File: src/rtl/hrt_pkg.sv
// Shared definitions for the hit-triggered reset timer.
// Assumes: nothing beyond IEEE 1800-2017.
package hrt_pkg;
    // Channel life cycle: idle, timing the release delay, held by veto.
    typedef enum logic [1:0] {
        CH_IDLE   = 2'd0,
        CH_TIMING = 2'd1,
        CH_HELD   = 2'd2
    } ch_state_e;
endpackage

File: src/rtl/hrt_delay_clamp.sv
// Converts the delay input into the counter load value (D - 1),
// where D is the delay input raised to MIN_DLY when below it.
// Assumes: MIN_DLY >= 1 and fits in DLY_W bits.
module hrt_delay_clamp #(
    parameter int DLY_W   = 12,
    parameter int MIN_DLY = 30
) (
    input  logic [DLY_W-1:0] delay_cfg,
    output logic [DLY_W-1:0] load_val
);
    localparam logic [DLY_W-1:0] MinVal = DLY_W'(MIN_DLY);

    logic [DLY_W-1:0] eff_dly;

    // Raise short delays to the floor, then subtract one for a zero-terminal count.
    always_comb begin
        eff_dly  = (delay_cfg < MinVal) ? MinVal : delay_cfg;
        load_val = eff_dly - DLY_W'(1);
    end
endmodule

File: src/rtl/hrt_chan_timer.sv
// One channel: accepts a strobe when idle, counts the release delay,
// then pulses its reset unless the veto holds it; veto-held channels wait
// for a clear with the veto low. Also tracks the time-measurement run flag.
// Assumes: load_val is valid in the cycle the strobe is sampled.
module hrt_chan_timer
    import hrt_pkg::*;
#(
    parameter int DLY_W = 12
) (
    input  logic             clk,
    input  logic             rst_n,
    input  logic             fire,
    input  logic             veto,
    input  logic             man_clear,
    input  logic             stop_all,
    input  logic [DLY_W-1:0] load_val,
    output logic             reset_pulse,
    output logic             holding,
    output logic             running
);
    ch_state_e        state_q;
    logic [DLY_W-1:0] cnt_q;
    logic             accept;
    logic             release_now;
    logic             expire;

    // Decode the events of this cycle from the present state.
    always_comb begin
        accept      = (state_q == CH_IDLE) && fire;
        expire      = (state_q == CH_TIMING) && (cnt_q == '0);
        release_now = (expire && !veto) ||
                      ((state_q == CH_HELD) && man_clear && !veto);
    end

    // Channel state and release-delay counter.
    always_ff @(posedge clk) begin
        if (!rst_n) begin
            state_q <= CH_IDLE;
            cnt_q   <= '0;
        end else begin
            unique case (state_q)
                CH_IDLE: begin
                    if (accept) begin
                        state_q <= CH_TIMING;
                        cnt_q   <= load_val;
                    end
                end
                CH_TIMING: begin
                    if (expire) begin
                        state_q <= veto ? CH_HELD : CH_IDLE;
                    end else begin
                        cnt_q <= cnt_q - DLY_W'(1);
                    end
                end
                CH_HELD: begin
                    if (release_now) state_q <= CH_IDLE;
                end
                default: state_q <= CH_IDLE;
            endcase
        end
    end

    // One-cycle reset pulse toward the converter and peak sampler.
    always_ff @(posedge clk) begin
        if (!rst_n) reset_pulse <= 1'b0;
        else        reset_pulse <= release_now;
    end

    // Run flag: started on accept, ended by shared stop or by release.
    always_ff @(posedge clk) begin
        if (!rst_n)           running <= 1'b0;
        else if (accept)      running <= 1'b1;
        else if (release_now) running <= 1'b0;
        else if (stop_all)    running <= 1'b0;
    end

    assign holding = (state_q != CH_IDLE);
endmodule

File: src/rtl/hrt_hit_tally.sv
// Chip-wide hit summary: any-hit flag and population count of holding channels.
// Assumes: CNT_W is wide enough to hold NCH.
module hrt_hit_tally #(
    parameter int NCH   = 32,
    parameter int CNT_W = $clog2(NCH + 1)
) (
    input  logic [NCH-1:0]   hold_vec,
    output logic             any_hit,
    output logic [CNT_W-1:0] hit_count
);
    // Count the holding channels.
    always_comb begin
        hit_count = '0;
        for (int i = 0; i < NCH; i++) begin
            hit_count = hit_count + CNT_W'(hold_vec[i]);
        end
    end

    // Any channel holding.
    assign any_hit = |hold_vec;
endmodule

File: src/rtl/hit_reset_timer.sv
// Top: NCH channel timers sharing one clamped delay, veto, clear and stop,
// plus the hit summary. Assumes a single clock domain and synchronous strobes.
module hit_reset_timer #(
    parameter int NCH     = 32,
    parameter int DLY_W   = 12,
    parameter int MIN_DLY = 30,
    localparam int CNT_W  = $clog2(NCH + 1)
) (
    input  logic             clk,
    input  logic             rst_n,
    input  logic [DLY_W-1:0] delay_cfg,
    input  logic             veto,
    input  logic             man_clear,
    input  logic             stop_all,
    input  logic [NCH-1:0]   fire,
    output logic [NCH-1:0]   chan_reset,
    output logic [NCH-1:0]   chan_hold,
    output logic [NCH-1:0]   time_run,
    output logic             any_hit,
    output logic [CNT_W-1:0] hit_count
);
    logic [DLY_W-1:0] load_val;

    hrt_delay_clamp #(
        .DLY_W  (DLY_W),
        .MIN_DLY(MIN_DLY)
    ) clamp_i (
        .delay_cfg(delay_cfg),
        .load_val (load_val)
    );

    for (genvar c = 0; c < NCH; c++) begin : g_chan
        hrt_chan_timer #(
            .DLY_W(DLY_W)
        ) timer_i (
            .clk        (clk),
            .rst_n      (rst_n),
            .fire       (fire[c]),
            .veto       (veto),
            .man_clear  (man_clear),
            .stop_all   (stop_all),
            .load_val   (load_val),
            .reset_pulse(chan_reset[c]),
            .holding    (chan_hold[c]),
            .running    (time_run[c])
        );
    end

    hrt_hit_tally #(
        .NCH  (NCH),
        .CNT_W(CNT_W)
    ) tally_i (
        .hold_vec (chan_hold),
        .any_hit  (any_hit),
        .hit_count(hit_count)
    );
endmodule

File: config.mk
export PLATFORM = sky130hd
export DESIGN_NAME = hit_reset_timer
export DESIGN_NICKNAME = d
export VERILOG_FILES = /design/src/rtl/hrt_pkg.sv /design/src/rtl/hrt_delay_clamp.sv /design/src/rtl/hrt_chan_timer.sv /design/src/rtl/hrt_hit_tally.sv /design/src/rtl/hit_reset_timer.sv
export SDC_FILE = /design/constraint.sdc
export NUM_CORES = 2
export LEC_CHECK = 0
export BUFFER_PORTS_ARGS = -buffer_cell sky130_fd_sc_hd__buf_2
export CAP_MARGIN = 25
export CELL_PAD_IN_SITES_DETAIL_PLACEMENT = 1
export CELL_PAD_IN_SITES_GLOBAL_PLACEMENT = 1
export CORE_MARGIN = 3
export CORE_UTILIZATION = 49
export DETAILED_ROUTE_END_ITERATION = 10
export GPL_TIMING_DRIVEN = 0
export HOLD_SLACK_MARGIN = 0.08
export PLACE_DENSITY = 0.83
export SYNTH_ARGS = -nofsm -noshare
export SYNTH_HDL_FRONTEND = slang
export SYNTH_SLANG_ARGS = --single-unit
File: constraint.sdc
create_clock -name clk -period 11.4 [get_ports clk]
set_clock_uncertainty 0.15 [all_clocks]
set_input_delay 1.14 -clock clk [delete_from_list [all_inputs] [get_ports clk]]
set_output_delay 1.14 -clock clk [all_outputs]
set_load 0.01 [all_outputs]
==> impl_summary.md <==
STA
The upper clock frequency limit is ~0.12 GHz. The post-layout worst setup margin is around 3300 ps. After layout, the worst path uses between 70 and 80% of the clock period. In this run the tightest slew margin relative to its limit is approximately 16%. The count of final max-slew check failures is 0. At the pin with the least slew margin, the transition time is 1260 ps.

The worst hold slack is 317 ps. The routed design could run at a clock period as short as slightly above 8000 ps. Setup repair after global routing left no endpoint under its margin.

The setup total negative slack is 0 ps. The number of hold-slack violations in the final timing report was 0. The final setup violation count is 0.

Power and ir drop
The worst-case IR drop observed on VDD is 0.000450 V. For this design the static power due to leakage is roughly 14 nW. The ratio of total power to cell area is between 200 and 250 nW/um2.

After layout, the design draws a total of roughly 7.7 mW.

Die
The area of the core is 59600 um2. The floorplan has between 80 and 90 rows. The die is roughly 250 um wide. The I/O pin count is roughly 150. The die covers roughly 64000 um2. The die is between 200 and 300 um tall. The initial standard-cell utilization of the core is about half.

Placement
The post-placement cell area is about 32000 um2. Timing analysis after detailed placement gives a worst setup slack of ~4000 ps. At the end of routability-driven placement, the weighted congestion stood at around 0.97. The half-perimeter wire length after placement is 103 mm.

The placed cell count is around 5000. The number of buffers added on ports is 147.

Worst setup path
The most frequent cell on the critical path is sky130_fd_sc_hd__fa_1. The signal on the critical path passes through clkbuf_1, nor2_1, fa_1, fa_1, fa_1, fa_1, inv_1, fa_1, inv_1, fa_1, fa_1, inv_1, fa_1, a21o_1, a21oi_1, xnor2_1, buf_2. In this design, the stage delay of the slowest critical-path cell is 870 ps. The cell family contributing the most delay on the critical path is adder cells. The worst setup path is captured at a primary output. The endpoint arrival time on the critical path is 6780 ps.

The worst setup path category is reg -> out. On the critical path, the stage with the largest delay is an instance of sky130_fd_sc_hd__nor2_1. Data on the critical path is required at its endpoint by ~10000 ps.

The number of buffers and inverters on the critical path is 5. The kind of start point of the critical path is a flip-flop. Of all nets on the critical path, the largest fanout is 8.

Synth
A synthesized cell averages ~7.3 um2. The portion of the post-synthesis area used by sequential elements is 34.5%. The prevailing post-synth register cell is sky130_fd_sc_hd__dfxtp_1. After synthesis the cells add up to just under 30000 um2. After synthesis, the share of flip-flops with an asynchronous set or reset is 0%.

After synthesis the netlist holds a flip-flop and latch count of between 500 and 600. The gate count after technology mapping is 4070. The number of different library cells used by synthesis comes to 86. During synthesis, Yosys emitted a total of 0 warnings. Counting every net in the synthesized netlist gives 4185. The number of flops mapped to enable cells by yosys is 0.

Clock network
TritonCTS built the clock tree. The number of setup buffers added after CTS is 0. The clock insertion delay at the later pin of the skew report is ~650 ps.

In this run the deepest clock path goes through 3 buffers. The post-cts resize count is 0. The number of levels in the clock H-tree is 2. The root buffer cell chosen for the clock tree is sky130_fd_sc_hd__clkbuf_16. Buffers inserted during clock tree synthesis total 59.

The number of hold-repair buffers added at the cts stage is 0. The clock sink count is 512. The clock-pin transition on the worst setup and hold timing paths is 60 ps.

Cells and area
The post-route netlist has ~11% of its cells at a drive strength greater than 1. After the flow finishes, the layout carries non-filler instances totaling approximately 5200. The synthesis-to-finish area growth is 16.0%. The number of nets at the end of the flow is 4463. The top cell types in the final layout, fill and taps aside, are sky130_fd_sc_hd__dfxtp_1 (512), sky130_fd_sc_hd__nor2_1 (459), sky130_fd_sc_hd__o21ai_0 (439). The leading cell type in the layout, fill and taps excluded is sky130_fd_sc_hd__dfxtp_1. The final cell area excluding filler cells is between 30000 and 40000 um2. For this run, the share of the core covered by cells in the final layout is 57.9%.

Global route
The pin count of the biggest net entering global routing is 15. The initial antenna violation count is 16. The via count of the first global-routing pass is between 30000 and 40000. Global routing consumed, over all layers together, between 40% and 50% of the routing resources.

The wire length of the first global-routing pass is between 200 and 250 mm. The aggregate global routing overflow is 0.

Detailed routing
The average routed wire per standard cell is approximately 28 um. The count of routing violations after the opening detailed-route iteration is 3895. After detailed routing, the number of remaining DRC violations is 0. The final route contains between 30000 and 40000 vias. For this run, the detailed router's first-pass iteration total came to 6. Once detail routing completed, the nets flagged for antenna violations numbered 0. The total routed wirelength is around 140 mm. Dividing the detail-routed via count by the number of cells gives approximately 6.7.

Outcome
The run finished with clean final reports.

Flow run
The number of maximum-capacitance violations is 0.

Hold path
The class of the worst hold path is reg -> reg.
[synthesized netlist by cell type (9+ instances only)]
cell type	number	share of area (%)
sky130_fd_sc_hd__nor3b_1	14	0.35
sky130_fd_sc_hd__o21ai_0	439	7.4
sky130_fd_sc_hd__o2111ai_1	12	0.35
sky130_fd_sc_hd__a32o_1	31	1.0
sky130_fd_sc_hd__inv_1	175	2.2
sky130_fd_sc_hd__nand2b_1	52	1.1
sky130_fd_sc_hd__a311oi_1	17	0.50
sky130_fd_sc_hd__nor2_1	459	5.8
sky130_fd_sc_hd__xnor2_1	9	0.27
sky130_fd_sc_hd__a311o_1	11	0.37
sky130_fd_sc_hd__nand4_1	32	0.67
sky130_fd_sc_hd__buf_2	12	0.20
sky130_fd_sc_hd__o32ai_1	15	0.44
sky130_fd_sc_hd__a211oi_1	40	1.0
sky130_fd_sc_hd__buf_4	97	2.4
sky130_fd_sc_hd__or2_2	15	0.32
sky130_fd_sc_hd__and2_1	27	0.57
sky130_fd_sc_hd__a22oi_1	66	1.7
sky130_fd_sc_hd__clkbuf_1	243	3.1
sky130_fd_sc_hd__and3_1	17	0.36
sky130_fd_sc_hd__a31oi_1	53	1.1
sky130_fd_sc_hd__nor2b_1	61	1.3
sky130_fd_sc_hd__fa_1	24	1.6
sky130_fd_sc_hd__nor3_1	180	3.0
sky130_fd_sc_hd__o22ai_1	74	1.6
sky130_fd_sc_hd__or4_1	24	0.61
sky130_fd_sc_hd__a221oi_1	11	0.32
sky130_fd_sc_hd__dfxtp_1	512	34
sky130_fd_sc_hd__o21bai_1	11	0.28
sky130_fd_sc_hd__o21a_1	10	0.25
sky130_fd_sc_hd__nor4_1	75	1.6
sky130_fd_sc_hd__nand3b_1	25	0.63
sky130_fd_sc_hd__o31ai_1	16	0.40
sky130_fd_sc_hd__nand3_1	161	2.7
sky130_fd_sc_hd__or4b_2	14	0.47
sky130_fd_sc_hd__or3_1	32	0.67
sky130_fd_sc_hd__a32oi_1	20	0.59
sky130_fd_sc_hd__o211ai_1	65	1.6
sky130_fd_sc_hd__nand2_1	385	4.9
sky130_fd_sc_hd__ha_1	42	1.8
sky130_fd_sc_hd__a21oi_1	365	6.1
[kinds of logic (layout without fill, tap and decap cells)]
family	after synthesis	in the layout	share of synthesized area, %
DFF	512	512	34.5
buffers and inverters	535	854	8.03
adders and majority gates	66	66	3.38
AOI/OAI and AO/OA	1327	1327	27.2
xor gates and xnor gates	13	13	0.383
other	0	11	0
and+or+nand+nor	1611	1611	26.3
muxes	6	6	0.210
[power breakdown]
group          total, mW  switching [mW]  internal [mW]
registers           2.32           0.277           2.04
logic               3.46            2.25           1.22
clock network       1.97           0.828           1.14
[worst reg2reg max path: stages (launching register included)]
cell and delay, ps:
sky130_fd_sc_hd__dfxtp_1 420, sky130_fd_sc_hd__inv_1 90, sky130_fd_sc_hd__ha_1 240, sky130_fd_sc_hd__or4b_1 170
sky130_fd_sc_hd__clkbuf_1 240, sky130_fd_sc_hd__nor3_1 150, sky130_fd_sc_hd__a311oi_1 900, sky130_fd_sc_hd__clkbuf_1 430
sky130_fd_sc_hd__o21ai_0 210, sky130_fd_sc_hd__nand3_1 130, sky130_fd_sc_hd__o21ai_0 90
[metal layers]
layer,global-route usage [%],vias to the layer above,share of wire (%)
met1,56.4,16900,39
met3,12.5,578,12
met4,29.5,10,7.8
met2,63.2,1977,41
li1,-,15200,-
met5,0,-,0.043
[area by class of cell]
cell class / instances / area, um2
Tap cell: 773 / 967
Clock buffer: 91 / 1800
Inverter: 178 / 668
Multi-Input combinational cell: 3023 / 17100
Buffer: 357 / 1730
Sequential cell: 512 / 10200
Fill cell: 7732 / 25100
Antenna cell: 11 / 27.5
Clock inverter: 11 / 130
Timing Repair Buffer: 217 / 1820
[final timing paths]
kind                                      start                          end  slack, ps  depth (start not counted)
hold / removal      g_chan[4].timer_i.cnt_q[11]  g_chan[4].timer_i.cnt_q[11]        320                          2
setup reg to reg     g_chan[4].timer_i.cnt_q[0]   g_chan[4].timer_i.cnt_q[9]       8070                         10
setup / recovery  g_chan[18].timer_i.state_q[0]                 hit_count[4]       3330                         17
hold reg to reg     g_chan[4].timer_i.cnt_q[11]  g_chan[4].timer_i.cnt_q[11]        320                          2
[state kept, by name (all words and copies together) (netlist names)]
signal / cells
g_chan.timer_i.reset_pulse: 32
g_chan.timer_i.state_q: 64
g_chan.timer_i.running: 32
g_chan.timer_i.cnt_q: 384
No activity file was read; power rests on OpenSTA's default activity.
